$ cat config.mk
export PLATFORM = sky130hd
export DESIGN_NAME = sst_unit
export DESIGN_NICKNAME = d
export VERILOG_FILES = /design/src/rtl/sst_unit.sv
export SDC_FILE = /design/constraint.sdc
export NUM_CORES = 1
export LEC_CHECK = 0
export BUFFER_PORTS_ARGS = -buffer_cell sky130_fd_sc_hd__buf_2
export CORE_ASPECT_RATIO = 1.1
export CORE_MARGIN = 3
export CORE_UTILIZATION = 30
export DETAILED_ROUTE_END_ITERATION = 7
export PLACE_DENSITY = 0.5
export REMOVE_ABC_BUFFERS = 1
export SYNTH_ARGS = -nofsm -noshare
export SYNTH_HDL_FRONTEND = slang
export SYNTH_SLANG_ARGS = --single-unit
$ cat constraint.sdc
create_clock -name clk -period 2 [get_ports clk]
set_input_delay 0 -clock clk [delete_from_list [all_inputs] [get_ports clk]]
set_output_delay 0 -clock clk [all_outputs]
set_load 0.1 [all_outputs]
$ cat src/rtl/sst_unit.sv
module sst_unit #(
  parameter int DIV = 4
) (
  input  logic       clk,
  input  logic       rst_n,
  input  logic       wr_en,
  input  logic [1:0] addr,
  input  logic [7:0] wdata,
  output logic [7:0] rdata,
  input  logic       sck_in,
  output logic       sck_out,
  input  logic       si,
  output logic       so,
  output logic       done
);
  localparam int DCW = (DIV > 1) ? $clog2(DIV) : 1;

  logic           busy, rsv, len16, ext;
  logic [7:0]     lo, hi;
  logic           sck_q, so_q, done_q;
  logic [DCW-1:0] dcnt;
  logic [4:0]     bcnt;
  logic           s1, s2, s3, seen;

  logic ctrl_wr, start, tick, fall, rise, last;

  assign ctrl_wr = wr_en && addr == 2'd0 && !busy;
  assign start   = ctrl_wr && wdata[0];
  assign tick    = busy && !ext && dcnt == DCW'(DIV - 1);
  assign fall    = ext ? (busy && s3 && !s2) : (tick && sck_q);
  assign rise    = ext ? (busy && seen && !s3 && s2) : (tick && !sck_q);
  assign last    = bcnt == (len16 ? 5'd15 : 5'd7);

  always_ff @(posedge clk or negedge rst_n) begin
    if (!rst_n) begin
      s1 <= 1'b1;
      s2 <= 1'b1;
      s3 <= 1'b1;
    end else begin
      s1 <= sck_in;
      s2 <= s1;
      s3 <= s2;
    end
  end

  always_ff @(posedge clk or negedge rst_n) begin
    if (!rst_n) begin
      busy   <= 1'b0;
      rsv    <= 1'b0;
      len16  <= 1'b0;
      ext    <= 1'b0;
      sck_q  <= 1'b1;
      so_q   <= 1'b1;
      done_q <= 1'b0;
      dcnt   <= '0;
      bcnt   <= '0;
      seen   <= 1'b0;
    end else begin
      done_q <= 1'b0;
      if (ctrl_wr) begin
        rsv   <= wdata[1];
        len16 <= wdata[5];
        ext   <= wdata[6];
      end
      if (start) begin
        busy  <= 1'b1;
        sck_q <= 1'b1;
        dcnt  <= '0;
        bcnt  <= '0;
        seen  <= 1'b0;
      end else if (busy) begin
        if (!ext) dcnt <= tick ? '0 : dcnt + 1'b1;
        if (tick) sck_q <= ~sck_q;
        if (fall) begin
          so_q <= lo[0];
          seen <= 1'b1;
        end
        if (rise) begin
          bcnt <= bcnt + 1'b1;
          if (last) begin
            busy   <= 1'b0;
            done_q <= 1'b1;
          end
        end
      end
    end
  end

  always_ff @(posedge clk) begin
    if (wr_en && addr == 2'd1) lo <= wdata;
    if (wr_en && addr == 2'd2) hi <= wdata;
    if (rise) begin
      if (len16) begin
        hi <= {si, hi[7:1]};
        lo <= {hi[0], lo[7:1]};
      end else begin
        lo <= {si, lo[7:1]};
      end
    end
  end

  always_comb begin
    case (addr)
      2'd0:    rdata = {1'b0, ext, len16, 3'b000, rsv, busy};
      2'd1:    rdata = lo;
      2'd2:    rdata = hi;
      default: rdata = 8'h00;
    endcase
  end

  assign sck_out = sck_q;
  assign so      = so_q;
  assign done    = done_q;
endmodule

==> flow_results.xml, run 1 <==
<?xml version="1.0" encoding="UTF-8"?>
<metrics>
  <group name="global_route">
    <metric name="globalRoute.busiestLayer" unit="">met2</metric>
    <metric name="grt_start_max_net_pins" unit="">19</metric>
    <metric name="grt_use_met2" unit="%">21.7</metric>
    <metric name="globalRouteOverflowTotal" unit="">0</metric>
    <metric name="gr-usage-met1" unit="%">17.6</metric>
    <metric name="grt.met3_usage" unit="%">3.61</metric>
    <metric name="number_of_global_route_vias_before_repair" unit="">1399</metric>
    <metric name="gr-usage-all-layers" unit="%">13.5</metric>
    <metric name="antenna_violations_before_repair" unit="">0</metric>
    <metric name="grt_first_pass_wirelength" unit="um">6910</metric>
  </group>
  <group name="sta">
    <metric name="fin_tns_setup" unit="ns">0</metric>
    <metric name="hold_viol_final" unit="">0</metric>
    <metric name="drv_slew" unit="">0</metric>
    <metric name="fin_worst_skew" unit="ns">0.00839</metric>
    <metric name="max-slew-margin-rel" unit="%">66.6</metric>
    <metric name="timing.fmax" unit="GHz">0.609</metric>
    <metric name="setup_repair_after_global_routing_missed_its_margin" unit="">false</metric>
    <metric name="tightest_slew" unit="ns">0.501</metric>
    <metric name="minimum_clock_period_after_layout" unit="ns">1.64</metric>
    <metric name="setup_viol" unit="">0</metric>
    <metric name="finalCritPeriodShare" unit="%">82.1</metric>
  </group>
  <group name="clock_tree">
    <metric name="numClockSinks" unit="">34</metric>
    <metric name="clock_path_buffers" unit="">2</metric>
    <metric name="latest_clock_arrival_within_the_worst_skew_pair" unit="ns">0.29</metric>
    <metric name="htree_depth" unit="">2</metric>
    <metric name="cts_hold_buffers" unit="">10</metric>
    <metric name="cts_tree" unit="">done</metric>
    <metric name="cts_buffers" unit="">5</metric>
    <metric name="post-cts-setup-buffer-count" unit="">0</metric>
    <metric name="postCtsResizedCells" unit="">0</metric>
    <metric name="cts-root-buf" unit="">sky130_fd_sc_hd__clkbuf_8</metric>
    <metric name="cts.clk_slew.worst_paths" unit="ns">0.07</metric>
  </group>
  <group name="floorplan">
    <metric name="top_level_ports" unit="">26</metric>
    <metric name="core" unit="um2">5430</metric>
    <metric name="floorplan.die.height" unit="um">85.0</metric>
    <metric name="die_w" unit="um">77.8</metric>
    <metric name="initial_core_util" unit="%">31.3</metric>
    <metric name="die_area" unit="um2">6610</metric>
    <metric name="rows" unit="">28</metric>
  </group>
  <group name="finish">
    <metric name="multi_input_comb_area" unit="um2">783</metric>
    <metric name="drive_gt1_share" unit="%">30.2</metric>
    <metric name="final-seq-area" unit="um2">857</metric>
    <metric name="num-nets-final" unit="">215</metric>
    <metric name="final.fill_count" unit="">542</metric>
    <metric name="layout-area-overhead-vs-synth" unit="%">23.3</metric>
    <metric name="count_of_inserted_antenna_diode_cells" unit="">0</metric>
    <metric name="post_layout_nonfiller_instances" unit="">274</metric>
  </group>
  <group name="power">
    <metric name="leakagePower" unit="nW">0.948</metric>
    <metric name="totalPowerFinal" unit="W">0.00327</metric>
    <metric name="vdd_drop_max" unit="uV">657</metric>
    <metric name="power_density" unit="nW/um2">1560</metric>
  </group>
  <group name="hold_path">
    <metric name="path_type_of_the_worst_min_delay_path" unit="">in -&gt; reg</metric>
  </group>
  <group name="synthesis">
    <metric name="netlist_top_cells_area" unit="">sky130_fd_sc_hd__dfrtp_1, sky130_fd_sc_hd__edfxtp_1, sky130_fd_sc_hd__dfxtp_1</metric>
    <metric name="post-synth-top-area-cell" unit="">sky130_fd_sc_hd__dfrtp_1</metric>
    <metric name="netlist-cell-type-count" unit="">36</metric>
    <metric name="synthCells" unit="">158</metric>
    <metric name="synth.ff_latch_count" unit="">34</metric>
    <metric name="netlist.area_leader.share" unit="%">19.1</metric>
    <metric name="yosys.cell_count.top_type" unit="">sky130_fd_sc_hd__nand2_1</metric>
    <metric name="post_synth_instance_area" unit="um2">1700</metric>
    <metric name="synth-main-ff-cell" unit="">sky130_fd_sc_hd__dfrtp_1</metric>
    <metric name="synth-seq-area-share" unit="%">50.4</metric>
    <metric name="number_of_enable_flip_flop_cells_after_synthesis" unit="">8</metric>
    <metric name="synth_async_sr_flop_share" unit="%">52.9</metric>
    <metric name="yosys_warnings" unit="">0</metric>
    <metric name="synthesis.area_per_instance" unit="um2">10.8</metric>
    <metric name="ys_top_cells_by_count" unit="">sky130_fd_sc_hd__nand2_1, sky130_fd_sc_hd__mux2i_1, sky130_fd_sc_hd__dfrtp_1</metric>
  </group>
  <group name="critical_path">
    <metric name="critical_path.endpoint_type" unit="">primary output</metric>
    <metric name="required" unit="ns">2.00</metric>
    <metric name="cp-start-kind" unit="">register</metric>
    <metric name="critPathArrivalTime" unit="ns">1.64</metric>
    <metric name="worstSetupPathType" unit="">reg -&gt; out</metric>
    <metric name="worstPathMaxFanout" unit="">9</metric>
  </group>
  <group name="drt">
    <metric name="drtPass1Iterations" unit="">4</metric>
    <metric name="detailed_route_wl" unit="um">3960</metric>
    <metric name="dr_total_vias" unit="">1300</metric>
    <metric name="antenna_violating_nets_remaining" unit="">0</metric>
    <metric name="via_per_inst" unit="">4.74</metric>
    <metric name="avgRoutedWirePerCell" unit="um">14.5</metric>
    <metric name="drtIter0Drc" unit="">102</metric>
    <metric name="drc" unit="">0</metric>
  </group>
  <group name="place">
    <metric name="placed_cells" unit="">256</metric>
    <metric name="gp_congestion" unit="">0.757</metric>
    <metric name="buffer_ports.inserted" unit="">25</metric>
    <metric name="dpl.hpwl" unit="um">2910</metric>
  </group>
  <group name="job">
    <metric name="cap_viol_max_count" unit="">0</metric>
  </group>
  <group name="status">
    <metric name="status" unit="">finished, final reports clean</metric>
  </group>
</metrics>
## registers in the layout, summed over array words and instances (netlist names), 2 cells and up
register,flops
bcnt,5
dcnt,2
hi,8
lo,8
## power breakdown
group / switching [W] / internal, W
logic: 0.00100 / 0.000456
clock network: 0.000253 / 0.000278
registers: 0.000236 / 0.00104
total: 0.00149 / 0.00178
## cell type report
class | count | area share (%)
flip-flops and latches | 34 | 40.9
repair buffers | 40 | 12.5
clock buffers | 7 | 4.12
inverters | 2 | 0.358
well taps | 75 | 4.48
multi-input cells | 115 | 37.4
clock inverters | 1 | 0.239
## worst paths after layout
check / start / to / slack, ns / depth (start not counted)
setup / recovery: busy / rdata[0] / 0.36 / 3
hold / removal: wdata[0] / hi[0] / 0.04 / 3
setup reg to reg: busy / busy / 0.36 / 5
hold reg to reg: s1 / s2 / 0.36 / 0
max in group asynchronous: rst_n / so / 1.50 / 2
min in group asynchronous: rst_n / done / 0.17 / 2
## critical path, cell delays in order (launching register included)
cell	delay [ns]
sky130_fd_sc_hd__dfrtp_1	0.57
sky130_fd_sc_hd__mux2i_1	0.12
sky130_fd_sc_hd__o21ai_0	0.20
sky130_fd_sc_hd__buf_2	0.46
## routing by layer
metal,routed length [um],vias up
li1,-,641
met1,1870,625
met2,1880,29
met3,175,5
met4,38,0
met5,0,-
## stage by stage
| stage | worst slack (ns) | area, um2 | hold slack, ns | utilization, % |
|---|---|---|---|---|
| floorplan | -0.728 | 1650 | -0.296 | - |
| global placement | 0.381 | 1900 | -0.0512 | 35.1 |
| detailed placement | 0.357 | 1900 | -0.0415 | 35.1 |
| CTS | 0.296 | 2100 | 0.0352 | 38.6 |
| global route | 0.205 | 2100 | 0.0379 | 38.6 |
| finish | 0.359 | 2100 | 0.0441 | 38.6 |
## layout by cell type, fill, tap and decap left out, types with 2 or more instances in the layout
master / instances
sky130_fd_sc_hd__buf_4: 5
sky130_fd_sc_hd__o21ai_0: 7
sky130_fd_sc_hd__ha_1: 2
sky130_fd_sc_hd__o21ai_2: 8
sky130_fd_sc_hd__a21oi_1: 2
sky130_fd_sc_hd__nand3_1: 9
sky130_fd_sc_hd__buf_2: 25
sky130_fd_sc_hd__inv_1: 2
sky130_fd_sc_hd__dlygate4sd3_1: 10
sky130_fd_sc_hd__nand3b_1: 3
sky130_fd_sc_hd__clkbuf_8: 6
sky130_fd_sc_hd__o31ai_1: 2
sky130_fd_sc_hd__nor2b_1: 2
sky130_fd_sc_hd__dfxtp_1: 8
sky130_fd_sc_hd__dfrtp_1: 13
sky130_fd_sc_hd__mux2i_1: 15
sky130_fd_sc_hd__a22o_1: 4
sky130_fd_sc_hd__nand4_1: 2
sky130_fd_sc_hd__dfstp_2: 5
sky130_fd_sc_hd__nand2_1: 36
sky130_fd_sc_hd__o211ai_1: 2
sky130_fd_sc_hd__edfxtp_1: 8
sky130_fd_sc_hd__mux2_2: 4
sky130_fd_sc_hd__and2_1: 2
sky130_fd_sc_hd__nor2_1: 3
## cells by family after synthesis
kind of cell / synth area share [%]
flip-flops: 50.4
XOR/XNOR: 1.03
buffers and inverters: 3.53
AO/OA/AOI/OAI: 12.3
AND/OR/NAND/NOR: 19.8
multiplexers: 11.5
adder cells (fa/ha/maj): 1.47
Power figures use the tool's default switching activity.
==> inputs of run 2 (changes only) <==
==> constraint.sdc (replaced) <==
create_clock -name clk -period 1.55 [get_ports clk]
set_input_delay 0 -clock clk [delete_from_list [all_inputs] [get_ports clk]]
set_output_delay 0 -clock clk [all_outputs]
set_load 0.1 [all_outputs]
==> flow_results.xml, run 2 (synthesis results as in run 1) <==
<?xml version="1.0" encoding="UTF-8"?>
<metrics>
  <group name="status">
    <metric name="status" unit="">finished, final reports clean</metric>
  </group>
  <group name="clock_tree">
    <metric name="cts_tree" unit="">done</metric>
    <metric name="latest_clock_arrival_within_the_worst_skew_pair" unit="ns">0.29</metric>
    <metric name="clock_path_buffers" unit="">2</metric>
    <metric name="cts.clk_slew.worst_paths" unit="ns">0.08</metric>
    <metric name="cts-root-buf" unit="">sky130_fd_sc_hd__clkbuf_8</metric>
    <metric name="cts_buffers" unit="">5</metric>
    <metric name="htree_depth" unit="">2</metric>
    <metric name="numClockSinks" unit="">34</metric>
  </group>
  <group name="job">
    <metric name="cap_viol_max_count" unit="">0</metric>
  </group>
  <group name="critical_path">
    <metric name="crit_path_top_delay_cell" unit="">sky130_fd_sc_hd__dfstp_2</metric>
    <metric name="critPathArrivalTime" unit="ns">1.64</metric>
    <metric name="worst_r2r_endpoint" unit="">busy</metric>
    <metric name="chain_of_cells_forming_the_critical_path" unit="">nand4_4, o21a_4, buf_12, nor3_2, o21ai_0</metric>
    <metric name="critical_path.endpoint_type" unit="">register</metric>
    <metric name="required" unit="ns">1.72</metric>
    <metric name="worstPathMaxFanout" unit="">12</metric>
    <metric name="r2r-start" unit="">s2</metric>
    <metric name="rrSetupSlack" unit="ns">0.08</metric>
    <metric name="cp-start-kind" unit="">register</metric>
    <metric name="cpPeakStageDelay" unit="ns">0.57</metric>
    <metric name="timing.reg2reg.worst_path_depth" unit="">5</metric>
    <metric name="worstSetupPathType" unit="">reg -&gt; reg</metric>
  </group>
  <group name="sta">
    <metric name="minimum_clock_period_after_layout" unit="ns">1.47</metric>
    <metric name="max-slew-margin-rel" unit="%">67.6</metric>
    <metric name="worst_slack" unit="ns">0.0822</metric>
    <metric name="finalCritPeriodShare" unit="%">94.7</metric>
    <metric name="timing.fmax" unit="GHz">0.681</metric>
    <metric name="setup_viol" unit="">0</metric>
    <metric name="hold_slack" unit="ns">0.00645</metric>
    <metric name="setup_repair_after_global_routing_missed_its_margin" unit="">true</metric>
    <metric name="fin_worst_skew" unit="ns">0.0105</metric>
    <metric name="fin_tns_setup" unit="ns">0</metric>
    <metric name="drv_slew" unit="">0</metric>
    <metric name="hold_viol_final" unit="">0</metric>
    <metric name="tightest_slew" unit="ns">0.489</metric>
  </group>
  <group name="finish">
    <metric name="layout-area-overhead-vs-synth" unit="%">36.6</metric>
    <metric name="layout.core_utilization" unit="%">42.8</metric>
    <metric name="layout_top_registers" unit="">hi x8, lo x8, bcnt x5</metric>
    <metric name="layout_commonest_cell" unit="">sky130_fd_sc_hd__nand2_1</metric>
    <metric name="drive_gt1_share" unit="%">36.1</metric>
    <metric name="count_of_inserted_antenna_diode_cells" unit="">0</metric>
    <metric name="layout_common_cells" unit="">sky130_fd_sc_hd__nand2_1, sky130_fd_sc_hd__buf_2, sky130_fd_sc_hd__mux2i_1, sky130_fd_sc_hd__buf_4, sky130_fd_sc_hd__dfrtp_1</metric>
    <metric name="num-nets-final" unit="">224</metric>
    <metric name="final.fill_count" unit="">552</metric>
  </group>
  <group name="global_route">
    <metric name="globalRouteOverflowTotal" unit="">0</metric>
    <metric name="grt_start_max_net_pins" unit="">19</metric>
    <metric name="grt_first_pass_wirelength" unit="um">7210</metric>
    <metric name="number_of_global_route_vias_before_repair" unit="">1398</metric>
    <metric name="gr-usage-all-layers" unit="%">14.1</metric>
    <metric name="antenna_violations_before_repair" unit="">0</metric>
  </group>
  <group name="drt">
    <metric name="dr_total_vias" unit="">1383</metric>
    <metric name="drtPass1Iterations" unit="">4</metric>
    <metric name="drtIter0Drc" unit="">77</metric>
    <metric name="avgRoutedWirePerCell" unit="um">15.0</metric>
    <metric name="via_per_inst" unit="">4.89</metric>
    <metric name="drc" unit="">0</metric>
    <metric name="detailed_route_wl" unit="um">4250</metric>
    <metric name="antenna_violating_nets_remaining" unit="">0</metric>
  </group>
  <group name="floorplan">
    <metric name="die_w" unit="um">77.8</metric>
    <metric name="rows" unit="">28</metric>
    <metric name="floorplan.die.height" unit="um">85.0</metric>
    <metric name="top_level_ports" unit="">26</metric>
    <metric name="core" unit="um2">5430</metric>
    <metric name="die_area" unit="um2">6610</metric>
    <metric name="initial_core_util" unit="%">31.3</metric>
  </group>
  <group name="power">
    <metric name="totalPowerFinal" unit="W">0.00466</metric>
    <metric name="power_density" unit="nW/um2">2010</metric>
    <metric name="leakagePower" unit="nW">1.04</metric>
    <metric name="vdd_drop_max" unit="uV">922</metric>
  </group>
  <group name="hold_path">
    <metric name="timing.hold.worst_path_depth" unit="">3</metric>
    <metric name="holdPathEnd" unit="">lo[3]</metric>
    <metric name="path_type_of_the_worst_min_delay_path" unit="">in -&gt; reg</metric>
    <metric name="worstHoldStart" unit="">wdata[3]</metric>
  </group>
  <group name="place">
    <metric name="buffer_ports.inserted" unit="">25</metric>
    <metric name="gp_congestion" unit="">0.839</metric>
    <metric name="pre_cts_slack" unit="ns">0.0265</metric>
    <metric name="dpl.hpwl" unit="um">3200</metric>
  </group>
</metrics>
## run 2: cell types whose count changed in the layout (fill, tap and decap cells not counted), moves of 2 or more
| cell | previous run | this run |
|---|---|---|
| sky130_fd_sc_hd__o21ai_1 | 1 | 3 |
| sky130_fd_sc_hd__dlygate4sd3_1 | 10 | 7 |
| sky130_fd_sc_hd__buf_12 | 0 | 10 |
| sky130_fd_sc_hd__o21ai_0 | 7 | 5 |
| sky130_fd_sc_hd__buf_2 | 25 | 17 |
| sky130_fd_sc_hd__buf_4 | 5 | 15 |
## run 2: timing repair
action / CTS / global route
endpoints found under the hold margin: 24 / 0
gates resized for setup: 0 / 8
hold buffers: 7 / 0
buffers inserted: 0 / 2
setup endpoints to repair: 0 / 29
## run 2: how the worst max path moves through the flow
stage / depth (start not counted) / slack [ns] / start / endpoint
2_1_floorplan: 2 / -1.18 / len16 / rdata[5]
3_3_place_gp: 6 / 0.05 / dcnt[0] / busy
3_5_place_dp: 6 / 0.03 / dcnt[0] / busy
4_1_cts: 3 / 0.02 / busy / rdata[0]
5_1_grt: 5 / -0.02 / s2 / busy
6_report: 5 / 0.08 / s2 / busy
## run 2: metal layers
metal / track usage, % / wire length, um
met2: 21.1 / 2040
met4: 4.69 / 40
met3: 4.25 / 225
met5: 0 / 0
met1: 19.3 / 1950
## run 2: critical path: cells and delay by family (launching register included)
family | cells | cell delay, ns
buffers and inverters | 1 | 0.14
DFF | 1 | 0.57
and+or+nand+nor | 2 | 0.31
AOI/OAI and AO/OA | 2 | 0.33
## run 2: cell type report
class / instances / area, um2 / share of cell area [%]
inverter: 2 / 7.51 / 0.323
tap: 75 / 93.8 / 4.04
multi-input combinational: 115 / 813 / 35.0
clock buffer: 6 / 72.6 / 3.12
clock inverter: 2 / 10.0 / 0.431
sequential: 34 / 858 / 36.9
timing repair buffer: 49 / 468 / 20.1
## run 2: stage by stage
stage / instance area [um2] / instances
after floorplan: 1650 / 151
after global placement: 2120 / 266
after detailed placement: 2120 / 266
after CTS: 2280 / 281
after global routing: 2320 / 283
final: 2320 / 283
## run 2: report_power, final
part           internal [W]  total [W]  leakage, nW  switching, W
clock network      0.000311   0.000645       0.0450      0.000334
registers           0.00135    0.00166        0.348      0.000316
logic              0.000974    0.00236        0.645       0.00138
